[src/rtl/edgeirq_pkg.sv]
`timescale 1ns/1ps
package edgeirq_pkg;

  typedef enum logic [1:0] {
    SEL_OFF  = 2'b00,
    SEL_RISE = 2'b01,
    SEL_FALL = 2'b10,
    SEL_BOTH = 2'b11
  } sel_code_e;

  localparam logic [2:0] A_LATCH = 3'd0;
  localparam logic [2:0] A_DIR   = 3'd1;
  localparam logic [2:0] A_SEL   = 3'd2;
  localparam logic [2:0] A_FLAG  = 3'd3;
  localparam logic [2:0] A_PRIO  = 3'd4;
  localparam logic [2:0] A_VECT  = 3'd5;

  // Transition test for one pin: bit 0 of the code watches rising, bit 1 falling.
  function automatic logic pin_edge(input logic [1:0] code, input logic now_v, input logic old_v);
    return (code[0] & now_v & ~old_v) | (code[1] & ~now_v & old_v);
  endfunction

endpackage

[src/rtl/edgeirq_sync.sv]
`timescale 1ns/1ps
module edgeirq_sync #(
  parameter int W      = 8,
  parameter int STAGES = 2
) (
  input  logic         clk,
  input  logic         rst_n,
  input  logic [W-1:0] din,
  output logic [W-1:0] dout
);
  logic [W-1:0] stg_q [STAGES];

  always_ff @(posedge clk or negedge rst_n) begin
    if (!rst_n) begin
      for (int s = 0; s < STAGES; s++) stg_q[s] <= '0;
    end else begin
      stg_q[0] <= din;
      for (int s = 1; s < STAGES; s++) stg_q[s] <= stg_q[s-1];
    end
  end

  assign dout = stg_q[STAGES-1];
endmodule

[src/rtl/edgeirq_detect.sv]
`timescale 1ns/1ps
module edgeirq_detect
  import edgeirq_pkg::*;
#(
  parameter int W = 8
) (
  input  logic           clk,
  input  logic           rst_n,
  input  logic [W-1:0]   cur,
  input  logic [2*W-1:0] sel,
  input  logic [W-1:0]   clr,
  output logic [W-1:0]   hits,
  output logic [W-1:0]   flags
);
  logic [W-1:0] prev_q;

  always_ff @(posedge clk or negedge rst_n) begin
    if (!rst_n) prev_q <= '0;
    else        prev_q <= cur;
  end

  for (genvar i = 0; i < W; i++) begin : g_pin
    assign hits[i] = pin_edge(sel[2*i +: 2], cur[i], prev_q[i]);
  end

  // A new transition wins over a clear arriving in the same cycle.
  always_ff @(posedge clk or negedge rst_n) begin
    if (!rst_n) flags <= '0;
    else        flags <= (flags & ~clr) | hits;
  end

  // a flag only rises after a detected transition in the previous cycle.
  assert_flag_source_R4: assert property (@(posedge clk) disable iff (!rst_n)
    1'b1 |=> ((flags & ~$past(flags) & ~$past(hits)) == '0));

  // after a clear, only bits that saw a new transition may remain set.
  assert_clear_R5: assert property (@(posedge clk) disable iff (!rst_n)
    (clr != '0) |=> ((flags & $past(clr) & ~$past(hits)) == '0));
endmodule

[src/rtl/edgeirq_port.sv]
`timescale 1ns/1ps
module edgeirq_port
  import edgeirq_pkg::*;
#(
  parameter int WIDTH       = 8,
  parameter int LVL_W       = 3,
  parameter int VEC_W       = 8,
  parameter int SYNC_STAGES = 2
) (
  input  logic                 clk,
  input  logic                 rst_n,
  input  logic                 bus_wr,
  input  logic [2:0]           bus_addr,
  input  logic [2*WIDTH-1:0]   bus_wdata,
  output logic [2*WIDTH-1:0]   bus_rdata,
  input  logic [WIDTH-1:0]     pin_in,
  output logic [WIDTH-1:0]     pin_out,
  output logic [WIDTH-1:0]     pin_oe,
  output logic                 irq_req,
  output logic [LVL_W-1:0]     irq_level,
  input  logic                 iack,
  input  logic [LVL_W-1:0]     iack_level,
  output logic                 vec_valid,
  output logic [VEC_W-1:0]     vec_out,
  output logic                 arb_lowest
);
  localparam int REG_W = 2 * WIDTH;

  logic [WIDTH-1:0] latch_q, dir_q;
  logic [REG_W-1:0] sel_q;
  logic [LVL_W-1:0] prio_q;
  logic [VEC_W-1:0] vect_q;

  logic wr_latch, wr_dir, wr_sel, wr_flag, wr_prio, wr_vect;
  logic [WIDTH-1:0] pin_sync, hits, flags, watch_en, discrete, flag_clr;
  logic pending;

  // Mixed read-back: synchronized pin for discrete inputs, latch otherwise.
  function automatic logic [WIDTH-1:0] mix_read(input logic [WIDTH-1:0] lat,
                                                input logic [WIDTH-1:0] pin,
                                                input logic [WIDTH-1:0] use_pin);
    return (pin & use_pin) | (lat & ~use_pin);
  endfunction

  always_comb begin
    wr_latch = bus_wr && (bus_addr == A_LATCH);
    wr_dir   = bus_wr && (bus_addr == A_DIR);
    wr_sel   = bus_wr && (bus_addr == A_SEL);
    wr_flag  = bus_wr && (bus_addr == A_FLAG);
    wr_prio  = bus_wr && (bus_addr == A_PRIO);
    wr_vect  = bus_wr && (bus_addr == A_VECT);
  end

  always_ff @(posedge clk or negedge rst_n) begin
    if (!rst_n) begin
      latch_q <= '0;
      dir_q   <= '0;
      sel_q   <= '0;
      prio_q  <= '0;
      vect_q  <= '0;
    end else begin
      if (wr_latch) latch_q <= bus_wdata[WIDTH-1:0];
      if (wr_dir)   dir_q   <= bus_wdata[WIDTH-1:0];
      if (wr_sel)   sel_q   <= bus_wdata;
      if (wr_prio)  prio_q  <= bus_wdata[LVL_W-1:0];
      if (wr_vect)  vect_q  <= bus_wdata[VEC_W-1:0];
    end
  end

  assign flag_clr = wr_flag ? bus_wdata[WIDTH-1:0] : '0;

  edgeirq_sync #(.W(WIDTH), .STAGES(SYNC_STAGES)) u_sync (
    .clk  (clk),
    .rst_n(rst_n),
    .din  (pin_in),
    .dout (pin_sync)
  );

  edgeirq_detect #(.W(WIDTH)) u_detect (
    .clk  (clk),
    .rst_n(rst_n),
    .cur  (pin_sync),
    .sel  (sel_q),
    .clr  (flag_clr),
    .hits (hits),
    .flags(flags)
  );

  for (genvar i = 0; i < WIDTH; i++) begin : g_en
    assign watch_en[i] = (sel_q[2*i +: 2] != SEL_OFF);
  end

  assign discrete   = ~dir_q & ~watch_en;
  assign pending    = |(flags & watch_en);
  assign irq_req    = pending && (prio_q != '0);
  assign irq_level  = irq_req ? prio_q : '0;
  assign vec_valid  = iack && irq_req && (iack_level == prio_q);
  assign vec_out    = vec_valid ? vect_q : '0;
  assign arb_lowest = 1'b1;
  assign pin_out    = latch_q;
  assign pin_oe     = dir_q;

  always_comb begin
    bus_rdata = '0;
    case (bus_addr)
      A_LATCH: bus_rdata[WIDTH-1:0] = mix_read(latch_q, pin_sync, discrete);
      A_DIR:   bus_rdata[WIDTH-1:0] = dir_q;
      A_SEL:   bus_rdata            = sel_q;
      A_FLAG:  bus_rdata[WIDTH-1:0] = flags;
      A_PRIO:  bus_rdata[LVL_W-1:0] = prio_q;
      A_VECT:  bus_rdata[VEC_W-1:0] = vect_q;
      default: bus_rdata            = '0;
    endcase
  end

  // the written latch value appears on the pins one cycle later.
  assert_drive_R2: assert property (@(posedge clk) disable iff (!rst_n)
    wr_latch |=> (pin_out == $past(bus_wdata[WIDTH-1:0])));

  // a zero priority keeps the request silent.
  assert_mask_R6: assert property (@(posedge clk) disable iff (!rst_n)
    (prio_q == '0) |-> (!irq_req && irq_level == '0));

  // the vector is only offered during a matching, active acknowledge.
  assert_vector_R7: assert property (@(posedge clk) disable iff (!rst_n)
    vec_valid |-> (iack && irq_req && iack_level == irq_level && vec_out == vect_q));
endmodule

[config.mk]
export PLATFORM = sky130hd
export DESIGN_NAME = edgeirq_port
export DESIGN_NICKNAME = d
export VERILOG_FILES = /design/src/rtl/edgeirq_pkg.sv /design/src/rtl/edgeirq_sync.sv /design/src/rtl/edgeirq_detect.sv /design/src/rtl/edgeirq_port.sv
export SDC_FILE = /design/constraint.sdc
export NUM_CORES = 1
export LEC_CHECK = 0
export ABC_CLOCK_PERIOD_IN_PS = 1600
export BUFFER_PORTS_ARGS = -buffer_cell sky130_fd_sc_hd__buf_2
export CAP_MARGIN = 20
export CELL_PAD_IN_SITES_DETAIL_PLACEMENT = 0
export CELL_PAD_IN_SITES_GLOBAL_PLACEMENT = 1
export CORE_MARGIN = 3
export CORE_UTILIZATION = 35
export DETAILED_ROUTE_END_ITERATION = 6
export HOLD_SLACK_MARGIN = 0.02
export PLACE_DENSITY = 0.77
export REMOVE_ABC_BUFFERS = 1
export SYNTH_ARGS = -nofsm -noshare
export SYNTH_HDL_FRONTEND = slang
export SYNTH_SLANG_ARGS = --single-unit
[constraint.sdc]
create_clock -name clk -period 1.6 [get_ports clk]
set_input_delay 0.16 -clock clk [delete_from_list [all_inputs] [get_ports clk]]
set_output_delay 0.16 -clock clk [all_outputs]
set_load 0.01 [all_outputs]
==> run metrics, run 1 <==
# DRC=0; placed inst area=4370 sq um; die height=106 um; Compound-Gate Fraction of Synth Area=8.34%; initial antenna violation count=0; First-pass DRT Iterations=4; RePlAce Congestion=0.843; Root Driver=clkbuf_8; xor and xnor area share after synthesis=0.503%; clk_lat worst skew=0.35 ns; vias in the first global route=3018; fin crit share=126%; top achievable clock speed=496 MHz; failing checks=setup timing; Synth Area in Adders=0%; full die area=11200 sq um; area grow syn2layout=43.1%; CTS clock-pin slew for the worst setup and hold paths=0.08 ns; first-pass GRT wire length=15700 um; layout net count=478; critical path class=flip-flop to primary output; TritonCTS clock tree=yes; drt wl/cell=16.7 um; pin count of the biggest net entering global routing=35; Synth Flop Type=dfrtp_1; Peak VDD IR=0.411 mV; cts bufs inserted=9; Synth Area in Simple Gates=14.2%; CTS sink cnt=75; Crit path required time=1.44 ns; setup slack, reg-to-reg=0.53 ns; H-tree Lvls=3; Port Buffers=78; commonest cells after routing, fill and taps aside=77 x buf_2, 74 x dfrtp_1, 47 x buf_4; row cnt=35; mux cell area share after synthesis=19.8%; layout cells sized above 1=52.1%; Initial Utilization=36.8%; DRT Wirelength=9650 um; Crit path arrival time=1.86 ns; minimum clock period=2.02 ns; most common cell after layout, fill and taps aside=buf_2; crit end category=primary output; Final ANT Viol Nets=0; DR vias=2866; CP Launch Point=prio_q[2]; Via-to-Cell Ratio=4.96; crit path capture=vec_out[5]; total global routing overflow=0; Critical R2R Capture=sel_q[6]; Avg Cell Area, Syn=11.8 sq um; status=complete, but fails checks; Synth warnings=0; number of synthesized flops with an enable pin=0; Clock Tree Buf Depth=2; Yosys cell types=40; number of cells on the worst reg-to-reg path=3; leakage=0.00230 uW; Post-synth ARST share=100%; Die X=106 um; sequential area share after synthesis=53.9%; WHS=0.0350 ns; final hold viol count=0; cells after synthesis=296; max_cap viols=0; core area=9460 sq um; final instance area=4980 sq um; detailed-placement wirelength estimate=6920 um; CP Max Fanout=5; GRT Total Usage=18.0%; main combinational cell family by area after synthesis=multiplexers; CP Launch Type=flip-flop; worst r2r src=sel_q[6]; I/O Pins=80; final count of negative-setup-slack endpoints=21; slack of the critical path=-0.415 ns; worst clock skew=0.00429 ns; netlist area before placement=3480 sq um; 1st-iter DRT viols=131; cell area power density=1120 nW/um^2; Ant. Diodes=0; Hold WC Path Type=input port to flip-flop; fin. max-slew vios=0; RSZ-0062 raised after global routing=yes; FF+latch count, synth=75
## how the worst min path moves through the flow
stage             startpoint               to  slack [ns]  cells past startpoint
3_3_place_gp           rst_n  u_sync.stg_q[8]        0.14                      1
6_report        bus_wdata[9]         sel_q[9]        0.04                      2
3_5_place_dp           rst_n  u_sync.stg_q[8]        0.15                      1
4_1_cts         bus_wdata[9]         sel_q[9]        0.02                      2
5_1_grt        bus_wdata[13]        sel_q[13]        0.02                      2
2_1_floorplan          rst_n        pin_oe[0]       -0.14                      0
## critical path, cell delays in order (launching register included)
cell      delay, ns
dfrtp_1        0.39
or3b_4         0.38
a211oi_4       0.21
o22ai_2        0.12
buf_6          0.17
nor3_2         0.09
buf_2          0.15
## state kept, by name (all words and copies together), names as in the netlist
name,flops
vect_q,8
u_detect.flags,8
u_sync.dout,8
sel_q,16
u_detect.prev_q,8
prio_q,3
u_sync.stg_q,8
pin_out,8
pin_oe,8
## Yosys cell counts (2+ instances only)
cell type	number	area [sq um]
nor2_1	7	26.3
nand3b_1	7	52.6
clkbuf_1	4	15.0
nor2b_1	4	25.0
a22o_1	3	26.3
mux2_4	10	150
and3_1	2	12.5
nand4_1	2	12.5
dfrtp_1	75	1880
o221ai_1	2	17.5
o21ai_0	17	85.1
nand2_1	35	131
buf_6	2	22.5
mux2i_1	10	100
buf_2	2	10.0
and2b_1	2	15.0
o211ai_1	7	52.6
nor3_1	18	90.1
a22oi_1	5	37.5
a32oi_1	2	17.5
o22ai_1	3	18.8
a21oi_1	4	20.0
inv_1	9	33.8
mux2_2	39	439
and2_1	9	56.3
xnor2_1	2	17.5
## timing repair
action                                  4_1_cts  5_1_grt
pin swaps                                    21       13
endpoints found under the setup margin       21       21
hold endpoints to repair                     40        1
setup buffers                                 9        3
hold buffers                                 10        1
gates resized for setup                      42       23
## metrics by stage
step	std cells	setup TNS, ns	setup slack, ns	utilization, %	total power, uW
after floorplan	285	-3.34	-0.172	-	3170
final	578	-6.36	-0.415	52.6	5570
after CTS	575	-7.42	-0.478	51.6	5520
after detailed placement	541	-1.52	-0.192	46.2	3930
after global placement	541	-1.23	-0.162	46.2	3890
after global routing	578	-8.42	-0.521	52.6	5910
## per-layer routing
metal	GRT usage, %	wire length (um)
met4	5.27	109
met1	24.4	4470
met3	3.80	420
met2	29.1	4650
met5	0	0
## logic make-up (layout without fill, tap and decap cells)
group | Yosys count | count (layout)
flops | 75 | 75
xor+xnor | 2 | 2
other cells | 1 | 1
compound gates | 45 | 45
simple gates | 94 | 94
buf+inv | 20 | 173
mux | 59 | 59
## final cells by class
class,instances,area [sq um]
fillers,884,4480
flip-flops and latches,75,1880
multi-input cells,201,1700
repair buffers,148,1020
well taps,129,161
clock buffers,11,141
clock inverters,5,38.8
inverters,9,33.8
## where the power goes
part | leakage, uW | switching [uW] | internal (uW) | total (uW)
clock network | 0.0000778 | 725 | 607 | 1330
logic | 0.00135 | 799 | 966 | 1770
registers | 0.000873 | 277 | 2200 | 2480
Power figures use the tool's default switching activity.
==> inputs of run 2 (changes only) <==
--- a/config.mk
+++ b/config.mk
@@ -6,15 +6,15 @@
 export NUM_CORES = 1
 export LEC_CHECK = 0
 export ABC_CLOCK_PERIOD_IN_PS = 1600
-export BUFFER_PORTS_ARGS = -buffer_cell sky130_fd_sc_hd__buf_2
 export CAP_MARGIN = 20
 export CELL_PAD_IN_SITES_DETAIL_PLACEMENT = 0
 export CELL_PAD_IN_SITES_GLOBAL_PLACEMENT = 1
 export CORE_MARGIN = 3
 export CORE_UTILIZATION = 35
 export DETAILED_ROUTE_END_ITERATION = 6
+export DONT_BUFFER_PORTS = 1
 export HOLD_SLACK_MARGIN = 0.02
-export PLACE_DENSITY = 0.77
+export PLACE_DENSITY = 0.68
 export REMOVE_ABC_BUFFERS = 1
 export SYNTH_ARGS = -nofsm -noshare
 export SYNTH_HDL_FRONTEND = slang
==> run metrics, run 2 (synthesized netlist as in run 1, its figures left out) <==
Multi-input gate area=1780 sq um (+4.5%); WHS=-0.495 ns (-0.530 ns); top achievable clock speed=495 MHz (-0.25%); placed inst area=3870 sq um (-11%); critical path class=flip-flop to primary output; worst clock skew=0.00832 ns (+0.00403 ns); number of cells on the worst reg-to-reg path=3 (unchanged); setup slack after placement=-0.216 ns (-0.0238 ns); layout cells sized above 1=42.1% (-10 points); detailed-placement wirelength estimate=6350 um (-8.1%); Hold WC Path Type=input port to async pin; Largest Register=sel_q; crit end category=primary output; status=complete, but fails checks; hold_buf cts=24 (+14); # DRC=0 (unchanged); Clock Tree Buf Depth=2 (unchanged); number of flip-flops in the largest register=16 (unchanged); slack of the critical path=-0.420 ns (-0.00510 ns); clk_lat worst skew=0.34 ns (about the same); CP Max Fanout=4 (-1); row cnt=35 (unchanged); fin crit share=126% (+0.32 points); I/O Pins=80 (unchanged); vias in the first global route=2814 (-6.8%); cell area power density=1190 nW/um^2 (+6.6%); minimum clock period=2.02 ns (+0.00510 ns); initial antenna violation count=0 (unchanged); Final ANT Viol Nets=0 (unchanged); first-pass GRT wire length=15100 um (-3.3%); pin count of the biggest net entering global routing=76 (+120%); die height=106 um (unchanged); final hold viol count=75 (+75); Die X=106 um (unchanged); Crit path arrival time=1.86 ns (about the same); Overall Power=5670 uW (+1.7%); most common cell after layout, fill and taps aside=dfrtp_1; CTS sink cnt=75 (unchanged); failing checks=hold timing, setup timing; RePlAce Congestion=0.753 (-11%); leakage=0.00202 uW (-12%); DR vias=2647 (-7.6%); Ant. Diodes=0 (unchanged); drt wl/cell=18.6 um (+11%); Initial Utilization=36.8% (unchanged); Root Driver=clkbuf_8; max_cap viols=0 (unchanged); Fillers=863 (-2.4%); area grow syn2layout=36.6%; DP Cell Count=455 (-16%); H-tree Lvls=3 (unchanged); total global routing overflow=0 (unchanged); TritonCTS clock tree=yes; full die area=11200 sq um (unchanged); Peak VDD IR=0.544 mV (+32%); Via-to-Cell Ratio=5.25 (+5.9%); fin. max-slew vios=0 (unchanged); CTS clock-pin slew for the worst setup and hold paths=0.07 ns (about the same); cts bufs inserted=9 (unchanged); commonest cells after routing, fill and taps aside=71 x dfrtp_1, 36 x mux2_2, 35 x nand2_1; GRT Total Usage=17.5% (-0.50 points); DRT Wirelength=9380 um (-2.8%); RSZ-0062 raised after global routing=yes; layout net count=404 (-15%); CP Launch Type=flip-flop; Crit path required time=1.44 ns (about the same); Final Non-Filler Cells=504 (-13%); Register Area=1880 sq um (+0.20%); core area=9460 sq um (unchanged); First-pass DRT Iterations=4 (unchanged); 1st-iter DRT viols=124 (-5.3%); final instance area=4750 sq um (-4.5%); final count of negative-setup-slack endpoints=20 (-4.8%); Port Buffers=0 (-100%)
==> run 2: cell types whose count changed in the layout (fill, tap and decap cells not counted), sizes merged <==
cell         previous run  this run
dlygate4sd3            11        24
bufinv                  0         2
clkbuf                 11        12
clkinvlp                4         0
clkinv                  1         2
buf                   137        50
==> run 2: routing by layer <==
metal | share of wire [%] | GRT usage (%) | up-vias
met5 | 0 | 0 | -
met4 | 1.7 | 5.74 | 0
met3 | 5.3 | 5.76 | 17
met2 | 49 | 28.1 | 57
met1 | 44 | 22.4 | 1362
li1 | - | - | 1211
==> run 2: repair_timing <==
action | 4_1_cts | 5_1_grt
gates cloned | 0 | 0
setup endpoints to repair | 21 | 21
setup buffers | 4 | 5
pin swaps | 20 | 15
gates resized for setup | 57 | 32
hold endpoints to repair | 133 | 75
==> run 2: path summary, 6_finish.rpt <==
check	start	end	slack [ns]
setup / recovery	prio_q[2]	vec_out[4]	-0.42
hold / removal	rst_n	pin_out[1]	-0.49
setup reg to reg	sel_q[6]	sel_q[6]	0.54
hold reg to reg	u_sync.stg_q[12]	u_sync.dout[4]	0.35
max in group asynchronous	rst_n	pin_oe[0]	1.94
min in group clk	bus_wdata[5]	u_detect.flags[5]	0.03
==> run 2: through the flow <==
| step | util, % | setup TNS, ns |
|---|---|---|
| floorplan | - | -3.34 |
| global placement | 41.0 | -1.28 |
| detailed placement | 41.0 | -1.63 |
| CTS | 48.8 | -6.20 |
| global route | 50.2 | -6.89 |
| finish | 50.2 | -5.29 |
==> run 2: layout make-up <==
class	count	area share, %
Multi-Input combinational cell	201	37.5
Inverter	9	0.711
Clock buffer	12	3.05
Tap cell	129	3.40
Sequential cell	75	39.6
Timing Repair Buffer	74	14.2
Clock inverter	4	1.55
==> run 2: where the power goes <==
part           total (uW)  switching (uW)  internal [uW]  leakage [uW]
sequential           2540             332           2200      0.000869
combinational        1530             674            857       0.00104
clock                1600             681            923      0.000111
total                5670            1690           3980       0.00202
==> run 2: worst max-delay path: stages, from the launching register on <==
cell and delay [ns]:
dfrtp_1 0.38, or3b_4 0.37, a211oi_2 0.21, o22ai_2 0.13, buf_6 0.17, nor3_2 0.11
buf_4 0.14
==> inputs of run 3 (changes only) <==
--- a/config.mk
+++ b/config.mk
@@ -10,11 +10,11 @@
 export CELL_PAD_IN_SITES_DETAIL_PLACEMENT = 0
 export CELL_PAD_IN_SITES_GLOBAL_PLACEMENT = 1
 export CORE_MARGIN = 3
-export CORE_UTILIZATION = 35
+export CORE_UTILIZATION = 44
 export DETAILED_ROUTE_END_ITERATION = 6
 export DONT_BUFFER_PORTS = 1
 export HOLD_SLACK_MARGIN = 0.02
-export PLACE_DENSITY = 0.68
+export PLACE_DENSITY = 0.81
 export REMOVE_ABC_BUFFERS = 1
 export SYNTH_ARGS = -nofsm -noshare
 export SYNTH_HDL_FRONTEND = slang
==> run metrics, run 3 (synthesized netlist as in run 1, its figures left out) <==
Largest Register=sel_q; status=complete, but fails checks; First-pass DRT Iterations=4 (unchanged); max_cap viols=0 (unchanged); row cnt=31 (-11%); number of cells on the worst reg-to-reg path=4 (+1); DRT Wirelength=9640 um (+2.8%); slack of the critical path=-0.458 ns (-0.0375 ns); WHS=-0.506 ns (-0.0113 ns); total global routing overflow=0 (unchanged); drt wl/cell=20.2 um (+8.8%); critical path class=flip-flop to primary output; top achievable clock speed=486 MHz (-1.8%); 1st-iter DRT viols=97 (-22%); commonest cells after routing, fill and taps aside=71 x dfrtp_1, 36 x buf_4, 35 x mux2_2, 35 x nand2_1, 24 x dlygate4sd3_1; Critical R2R Capture=sel_q[3]; H-tree Lvls=3 (unchanged); initial antenna violation count=0 (unchanged); CP Max Fanout=4 (unchanged); full die area=9010 sq um (-19%); layout net count=406 (+0.50%); die height=94.9 um (-10%); Clock Tree Buf Depth=2 (unchanged); RePlAce Congestion=0.810 (+7.6%); Crit path required time=1.44 ns (about the same); cell area power density=1180 nW/um^2 (-1.0%); vias in the first global route=2846 (+1.1%); Crit path arrival time=1.90 ns (+0.04 ns); CTS sink cnt=75 (unchanged); Peak VDD IR=0.619 mV (+14%); worst clock skew=0.00468 ns (-0.00364 ns); Ant. Diodes=0 (unchanged); grt peak-use layer=met2; Final Non-Filler Cells=476 (-5.6%); GRT Total Usage=22.8% (+5.3 points); minimum clock period=2.06 ns (+0.0375 ns); # DRC=0 (unchanged); Port Buffers=0 (unchanged); worst r2r src=sel_q[3]; CTS clock-pin slew for the worst setup and hold paths=0.08 ns (about the same); placed inst area=3840 sq um (-0.97%); number of flip-flops in the largest register=16 (unchanged); Hold WC Path Type=input port to async pin; setup slack, reg-to-reg=0.47 ns (-0.07 ns); final instance area=4700 sq um (-1.2%); detailed-placement wirelength estimate=6080 um (-4.4%); pin count of the biggest net entering global routing=76 (unchanged); cts bufs inserted=9 (unchanged); area grow syn2layout=35.0%; DP Cell Count=425 (-6.6%); first-pass GRT wire length=15600 um (+2.9%); slew margin rel.=64.9%; layout cells sized above 1=43.2% (+1.1 points); RSZ-0062 raised after global routing=yes; I/O Pins=80 (unchanged); CP Launch Type=flip-flop; leakage=0.00201 uW (-0.23%); final hold viol count=75 (unchanged); TritonCTS clock tree=yes; Slew @ Worst Pin=0.523 ns; crit end category=primary output; fin crit share=129% (+2.3 points); GR Util met3=5.98% (+0.22 points); met1 usage=29.0% (+6.6 points); Root Driver=clkbuf_8; most common cell after layout, fill and taps aside=dfrtp_1; Final ANT Viol Nets=0 (unchanged); Initial Utilization=46.7% (+9.9 points); hold_buf cts=24 (unchanged); final count of negative-setup-slack endpoints=20 (unchanged); failing checks=hold timing, setup timing; clk_lat worst skew=0.35 ns (about the same); core area=7450 sq um (-21%); DR vias=2710 (+2.4%); Die X=94.9 um (-10%); fin. max-slew vios=0 (unchanged); met2 GRT Util=38.5% (+10 points); Via-to-Cell Ratio=5.69 (+8.4%)
-- run 3: cell count changes in the layout (fill, tap and decap cells not counted), sizes merged --
cell | before | now
clkinv | 2 | 4
clkbuf | 12 | 9
clkinvlp | 0 | 2
bufinv | 2 | 1
buf | 50 | 52
-- run 3: worst max path at each step --
| stage | start | endpoint | slack, ns | depth (start not counted) |
|---|---|---|---|---|
| after floorplan | bus_addr[2] | sel_q[0] | -0.17 | 4 |
| after global placement | prio_q[2] | vec_out[4] | -0.16 | 6 |
| after detailed placement | prio_q[2] | vec_out[4] | -0.21 | 6 |
| after CTS | prio_q[2] | vec_out[4] | -0.49 | 6 |
| after global routing | prio_q[2] | vec_out[7] | -0.50 | 6 |
| final | prio_q[2] | vec_out[7] | -0.46 | 6 |
-- run 3: through the flow --
| stage | setup WS (ns) | power [uW] | util [%] | TNS [ns] |
|---|---|---|---|---|
| after floorplan | -0.172 | 3170 | - | -3.34 |
| after global placement | -0.161 | 3600 | 51.5 | -1.23 |
| after detailed placement | -0.210 | 3620 | 51.5 | -1.59 |
| after CTS | -0.494 | 5420 | 61.3 | -5.86 |
| after global routing | -0.505 | 5810 | 63.1 | -6.51 |
| final | -0.458 | 5550 | 63.1 | -5.34 |
-- run 3: per-layer routing --
metal / vias to the layer above / routed length [um]
li1: 1202 / -
met1: 1405 / 4100
met2: 86 / 4820
met3: 17 / 556
met4: 0 / 159
met5: - / 0
-- run 3: worst max-delay path, stage by stage, from the launching register on --
cell,delay (ns)
dfrtp_1,0.39
or3b_4,0.40
a211oi_2,0.22
o22ai_2,0.13
buf_6,0.16
nor3_2,0.11
buf_4,0.14
-- run 3: timing repair --
item / 4_1_cts / 5_1_grt
pin swaps: 16 / 17
gates resized for setup: 64 / 27
setup buffers: 7 / 7
endpoints found under the setup margin: 21 / 21
endpoints found under the hold margin: 132 / 75
-- run 3: where the power goes --
| part | total, uW | switching (uW) | internal [uW] |
|---|---|---|---|
| Sequential | 2540 | 337 | 2200 |
| Clock | 1440 | 723 | 714 |
| Combinational | 1570 | 698 | 872 |
-- run 3: layout make-up --
type,instances,area [sq um]
Inverter,9,33.8
Tap cell,99,124
Fill cell,598,2750
Timing Repair Buffer,76,691
Clock buffer,9,124
Sequential cell,75,1880
Multi-Input combinational cell,201,1770
Clock inverter,7,68.8
